## src/rtl/alarm_pkg.sv

```systemverilog
// Shared command encoding for the absolute-time alarm timer.
// Assumes a 2-bit command field on the request bus.
package alarm_pkg;

    typedef enum logic [1:0] {
        CMD_READ   = 2'd0,
        CMD_ARM    = 2'd1,
        CMD_CANCEL = 2'd2,
        CMD_IRQCLR = 2'd3
    } alarm_cmd_e;

endpackage

```

## src/rtl/mono_time_ctr.sv

```systemverilog
// Free-running monotonic time counter, one increment per clock.
// Assumes the count never wraps in service (64 bits at tens of MHz).
module mono_time_ctr #(
    parameter int TIME_W = 64
) (
    input  logic              clk,
    input  logic              rst_n,
    output logic [TIME_W-1:0] now
);

    logic [TIME_W-1:0] count_q;

    // Advance time by one unit per clock; zero on reset.
    always_ff @(posedge clk) begin
        if (!rst_n) count_q <= '0;
        else        count_q <= count_q + 1'b1;
    end

    assign now = count_q;

    AST_TIME_STEP: assert property (@(posedge clk) disable iff (!rst_n)
        $past(rst_n) |-> count_q == $past(count_q) + 1'b1);

endmodule

```

## src/rtl/alarm_slot.sv

```systemverilog
// Single absolute alarm: holds one expiration time, fires a sticky interrupt
// when the time count reaches it, and lets only an earlier request replace it.
// Assumes at most one strobe is active per cycle.
module alarm_slot #(
    parameter int TIME_W = 64
) (
    input  logic              clk,
    input  logic              rst_n,
    input  logic [TIME_W-1:0] now,
    input  logic              arm_stb,
    input  logic              cancel_stb,
    input  logic              irqclr_stb,
    input  logic [TIME_W-1:0] arm_time,
    output logic              accept,
    output logic              pending,
    output logic              irq
);

    localparam logic [TIME_W-1:0] NO_ALARM = {TIME_W{1'b1}};

    logic [TIME_W-1:0] expiry_q;
    logic              pending_q;
    logic              irq_q;
    logic              fire;
    logic              live;

    // Expiry reached: the count has met or passed the armed time.
    always_comb fire = pending_q && (now >= expiry_q);

    // An alarm still counts as armed only if it is not firing right now.
    always_comb live = pending_q && !fire;

    // Accept a real time that is strictly earlier, or anything when idle.
    always_comb accept = arm_stb && (arm_time != NO_ALARM) &&
                         (!live || (arm_time < expiry_q));

    // Update the pending flag, the expiration register and the sticky interrupt.
    always_ff @(posedge clk) begin
        if (!rst_n) begin
            expiry_q  <= NO_ALARM;
            pending_q <= 1'b0;
            irq_q     <= 1'b0;
        end else if (cancel_stb) begin
            pending_q <= 1'b0;
            irq_q     <= 1'b0;
        end else begin
            if (irqclr_stb) irq_q <= 1'b0;
            if (fire) begin
                pending_q <= 1'b0;
                irq_q     <= 1'b1;
            end
            if (accept) begin
                pending_q <= 1'b1;
                expiry_q  <= arm_time;
            end
        end
    end

    assign pending = pending_q;
    assign irq     = irq_q;

    AST_FIRE_CLEARS: assert property (@(posedge clk) disable iff (!rst_n)
        pending_q && (now >= expiry_q) && !arm_stb && !cancel_stb
        |=> irq_q && !pending_q);

    AST_ARMED_NOT_NONE: assert property (@(posedge clk) disable iff (!rst_n)
        pending_q |-> expiry_q != NO_ALARM);

    AST_NONE_KEEPS_EXPIRY: assert property (@(posedge clk) disable iff (!rst_n)
        arm_stb && (arm_time == NO_ALARM) |=> $stable(expiry_q));

    AST_LATER_IGNORED: assert property (@(posedge clk) disable iff (!rst_n)
        arm_stb && pending_q && (now < expiry_q) && (arm_time >= expiry_q)
        |=> $stable(expiry_q) && pending_q);

    AST_CANCEL_CLEARS: assert property (@(posedge clk) disable iff (!rst_n)
        cancel_stb |=> !pending_q && !irq_q);

    AST_IRQ_STICKY: assert property (@(posedge clk) disable iff (!rst_n)
        irq_q && !irqclr_stb && !cancel_stb |=> irq_q);

endmodule

```

## src/rtl/alarm_bus_if.sv

```systemverilog
// Request/acknowledge command port: decodes the command into strobes and
// registers the acknowledge, status bit and time snapshot for the next cycle.
// Assumes every cycle with the request high is one separate command.
module alarm_bus_if #(
    parameter int TIME_W = 64
) (
    input  logic              clk,
    input  logic              rst_n,
    input  logic              req,
    input  logic [1:0]        op,
    input  logic [TIME_W-1:0] now,
    input  logic              accept,
    output logic              arm_stb,
    output logic              cancel_stb,
    output logic              irqclr_stb,
    output logic              ack,
    output logic              ok,
    output logic [TIME_W-1:0] rdata
);

    import alarm_pkg::*;

    alarm_cmd_e cmd;

    // Interpret the command field.
    always_comb cmd = alarm_cmd_e'(op);

    // Raise one strobe for the command being issued this cycle.
    always_comb begin
        arm_stb    = req && (cmd == CMD_ARM);
        cancel_stb = req && (cmd == CMD_CANCEL);
        irqclr_stb = req && (cmd == CMD_IRQCLR);
    end

    // Register the response so it appears in the cycle after the request.
    always_ff @(posedge clk) begin
        if (!rst_n) begin
            ack   <= 1'b0;
            ok    <= 1'b0;
            rdata <= '0;
        end else begin
            ack <= req;
            if (req) begin
                ok    <= (cmd == CMD_ARM) ? accept : 1'b1;
                rdata <= (cmd == CMD_READ) ? now : '0;
            end
        end
    end

    AST_ACK_FOLLOWS: assert property (@(posedge clk) disable iff (!rst_n)
        req |=> ack);

    AST_SNAPSHOT: assert property (@(posedge clk) disable iff (!rst_n)
        req && (cmd == CMD_READ) |=> rdata == $past(now));

endmodule

```

## src/rtl/abs_alarm_timer.sv

```systemverilog
// Top level of the absolute-time alarm timer: monotonic time count, one
// closer-wins alarm slot and the command port.
// Assumes a single clock domain and synchronous active-low reset.
module abs_alarm_timer #(
    parameter int TIME_W = 64
) (
    input  logic              clk,
    input  logic              rst_n,
    input  logic              bus_req,
    input  logic [1:0]        bus_op,
    input  logic [TIME_W-1:0] bus_wdata,
    output logic              bus_ack,
    output logic              bus_ok,
    output logic [TIME_W-1:0] bus_rdata,
    output logic              alarm_pending,
    output logic              alarm_irq
);

    logic [TIME_W-1:0] now;
    logic              arm_stb;
    logic              cancel_stb;
    logic              irqclr_stb;
    logic              accept;

    mono_time_ctr #(.TIME_W(TIME_W)) u_time (
        .clk   (clk),
        .rst_n (rst_n),
        .now   (now)
    );

    alarm_bus_if #(.TIME_W(TIME_W)) u_bus (
        .clk        (clk),
        .rst_n      (rst_n),
        .req        (bus_req),
        .op         (bus_op),
        .now        (now),
        .accept     (accept),
        .arm_stb    (arm_stb),
        .cancel_stb (cancel_stb),
        .irqclr_stb (irqclr_stb),
        .ack        (bus_ack),
        .ok         (bus_ok),
        .rdata      (bus_rdata)
    );

    alarm_slot #(.TIME_W(TIME_W)) u_slot (
        .clk        (clk),
        .rst_n      (rst_n),
        .now        (now),
        .arm_stb    (arm_stb),
        .cancel_stb (cancel_stb),
        .irqclr_stb (irqclr_stb),
        .arm_time   (bus_wdata),
        .accept     (accept),
        .pending    (alarm_pending),
        .irq        (alarm_irq)
    );

    AST_RESET_QUIET: assert property (@(posedge clk)
        !rst_n |=> !alarm_pending && !alarm_irq && !bus_ack);

endmodule

```

## config.mk

```make
export PLATFORM = sky130hd
export DESIGN_NAME = abs_alarm_timer
export DESIGN_NICKNAME = d
export VERILOG_FILES = /design/src/rtl/alarm_pkg.sv /design/src/rtl/mono_time_ctr.sv /design/src/rtl/alarm_slot.sv /design/src/rtl/alarm_bus_if.sv /design/src/rtl/abs_alarm_timer.sv
export SDC_FILE = /design/constraint.sdc
export NUM_CORES = 1
export LEC_CHECK = 0
export ABC_AREA = 1
export BUFFER_PORTS_ARGS = -buffer_cell sky130_fd_sc_hd__buf_2
export CORE_MARGIN = 4
export CORE_UTILIZATION = 55
export DETAILED_ROUTE_END_ITERATION = 10
export PLACE_DENSITY = 0.74
export SETUP_SLACK_MARGIN = 0.2
export SLEW_MARGIN = 40
export SYNTH_ARGS = -nofsm -noshare
export SYNTH_HDL_FRONTEND = slang
export SYNTH_SLANG_ARGS = --single-unit
```

## constraint.sdc

```tcl
create_clock -name clk -period 5.5 [get_ports clk]
set_clock_uncertainty 0.1 [all_clocks]
set_input_delay 0.55 -clock clk [delete_from_list [all_inputs] [get_ports clk]]
set_output_delay 0.55 -clock clk [all_outputs]
set_load 0.005 [all_outputs]
```

==> out/summary.txt <==
outcome: finished clean
asr flop ratio synth: 0
Final #Nets: 1,864
sequential cell area: 0.003924 mm2
RSZ-0062 raised after global routing: false
FMAX: 0.3382 GHz
hpwl dp: 22.21 mm
Int Pwr: 2187 uW
GP Congestion: 0.9702
top-count cell post-synth: nand2_1
critical path fanouts, max: 64
clock share of power: 0.414
drt pass-1 iters: 5
GR Util All Layers: 0.2709
Area growth, synth to finish: 12.58%
leakage power figure: 0.006264 uW
Die Y: 151.1 um
worst r2r dst: u_slot.expiry_q[61]
PwrDens: 234.3 mW/mm2
clock latency on the worst-skew pair: 0.44 ns
DIE WIDTH: 151.1 um
Slew Limit Fails: 0
r2r setup slk: 2.54 ns
CP required: 5.68 ns
Setup crit end kind: flop
H-tree Lvls: 4
Core ar.: 0.02017 mm2
Setup Buffers After CTS: 0
cts repair resizes: 0
register area share after synthesis: 0.3486
root buffer cell: clkbuf_16
post-synth top area share: 0.3486
Slew HR: 0.3961
CTS tree: done
total gr overflow: 0
Core Util, Final: 0.6283
Post-Syn Nets: 1,764
TNS Setup: 0 ns
hold-critical path depth: 3
initial core utilization: 0.5581
number of I/O port buffers: 136
clock slew at reported path FFs: 0.07 ns
Syn Area/Cell: 7.183 um2
CTS sink cnt: 196
Fin. Hold Viols: 0
filler cell count: 1,917
Antenna diodes: 0
synth top area cells: dfxtp_1, ha_1, nand2_1
CP max stage cell: nor4_1
global-route wire length before repair: 49.84 mm
Via density: 5.628
Seq cells post-synth: 196
critical path startpoint category: flop
cell mode on critical path: nand2_1
Combinational Power Share: 0.094
DRT iter0 DRCs: 875
commonest cells in the synthesized netlist: nand2_1, nand3_1, dfxtp_1, inv_1, a21oi_1
footprint of the multi-input gates: 0.006459 mm2
Worst-Margin Slew: 0.8976 ns
final WL: 30.83 mm
hold buffers post-CTS: 0
IO Pins: 137
cells on worst reg2reg path: 12
YS warnings: 0
Post-Synthesis Cells: 1,567
Worst EP arrival: 3.14 ns
Wirelength per Cell: 15.81 um
sw frac: 0.2634
Min Hold Slack: 0.2410 ns
CP peak stage delay: 0.53 ns
layout cell share with drive strength beyond 1: 0.1244
vias: 10,970
Longest Clk Path Bufs: 2
final setup violating endpoints: 0
Switching Power: 782.1 uW
Final period util: 0.5376
sequential cell fraction of total power: 0.493
dpl cells: 1,918
crit-path cells: inv_1, ha_1, nand2_1, nor4_1, nand2_1, nor3_1, nand2_1, nand2_1, nand2_2, buf_4, nand3_1, nand3_1
TritonCTS Buffers: 17
synth unique cells: 42
initial antenna violation count: 0
min Tclk post-route: 2.957 ns
RR Startpoint: u_slot.expiry_q[63]
vias in the first global route: 10,010
max-cap violations: 0
Routed Antenna Nets: 0
Post-Synthesis Cell Area: 0.01126 mm2
Worst Hold End: u_bus.ack
Most used DFF post-synth: dfxtp_1
DRC viols: 0
site row count: 52
Worst Path Class, Setup: flop to flop
Post-synth EDFFs: 0
Synth area leader: dfxtp_1
hold wc startpoint: bus_req
maximum vdd drop: 217.2 uV
die area: 0.02282 mm2
worst hold path class: input pin to flop
largest net degree at the start of global routing: 92
Cell Count, Final, Fillers Out: 1,950
## through the flow
step / worst slack [ns] / total power [uW] / area [um2]
after floorplan: 3.156 / 1672 / 11260
after global placement: 2.398 / 1762 / 12090
after detailed placement: 2.302 / 1772 / 12100
after CTS: 2.597 / 2981 / 12670
after global routing: 2.249 / 3082 / 12670
final: 2.543 / 2969 / 12670
## power groups by stage
| stage | sequential (uW) | clock, uW | combinational, uW |
|---|---|---|---|
| after CTS | 1460 | 1240 | 278 |
| after global routing | 1470 | 1300 | 320 |
| after detailed placement | 1500 | 0 | 276 |
| final | 1460 | 1230 | 278 |
| after floorplan | 1490 | 0 | 180 |
| after global placement | 1490 | 0 | 267 |
## per-layer routing
metal / share of wire / track usage
met2: 0.45 / 0.4349
met4: 0.013 / 0.05893
met3: 0.067 / 0.04907
met5: 0 / 0
met1: 0.47 / 0.3819
## cell type report
class                   count  share of cell area
flip-flops and latches    196              0.3096
well taps                 270             0.02666
clock inverters            12            0.009479
inverters                 168             0.04996
clock buffers              20             0.03525
repair buffers            145             0.05934
multi-input cells        1139              0.5097
## worst max-delay path, delay by kind of cell (launching register included)
| kind | cells | cell delay, ns |
|---|---|---|
| flops | 1 | 0.34 |
| simple gates | 9 | 1.63 |
| buf+inv | 2 | 0.42 |
| fa+ha+maj | 1 | 0.29 |
## logic make-up after synthesis
group / Yosys count / synth area share
buffers and inverters: 232 / 0.07937
xor gates and xnor gates: 11 / 0.008560
DFF: 196 / 0.3486
adders and majority gates: 128 / 0.1423
and+or+nand+nor: 780 / 0.3174
AOI/OAI and AO/OA: 220 / 0.1038
## cell usage in the layout (no fill, tap or decap), drive strengths merged
cell	instances
o211ai	4
clkinvlp	4
o21a	6
dfxtp	196
o21ba	1
a221oi	2
nand2	322
or2	1
a21o	4
nor2	116
nor4	12
a211oi	3
clkinv	2
inv	173
a31oi	5
o21ai	41
ha	128
nor3b	4
buf	145
xor2	8
o21bai	1
a41oi	1
nand3	225
a21oi	152
bufinv	1
xnor2	3
nand4	52
nor3	47
and2	1
clkbuf	20
## state kept, by name, indices dropped and copies added (netlist names)
register / flops
u_slot.irq: 1
u_bus.rdata: 64
u_bus.ack: 1
u_bus.ok: 1
u_slot.pending: 1
u_time.now: 64
u_slot.expiry_q: 64
## worst max-delay path by stage
stage                             start                   to  slack (ns)
floorplan                 bus_wdata[63]  u_slot.expiry_q[33]        3.16
global placement          bus_wdata[63]  u_slot.expiry_q[28]        2.40
detailed placement        bus_wdata[63]  u_slot.expiry_q[61]        2.30
CTS                      u_time.now[15]  u_slot.expiry_q[49]        2.60
global route             u_time.now[15]  u_slot.expiry_q[61]        2.25
finish              u_slot.expiry_q[63]  u_slot.expiry_q[61]        2.54
Power figures use the tool's default switching activity.
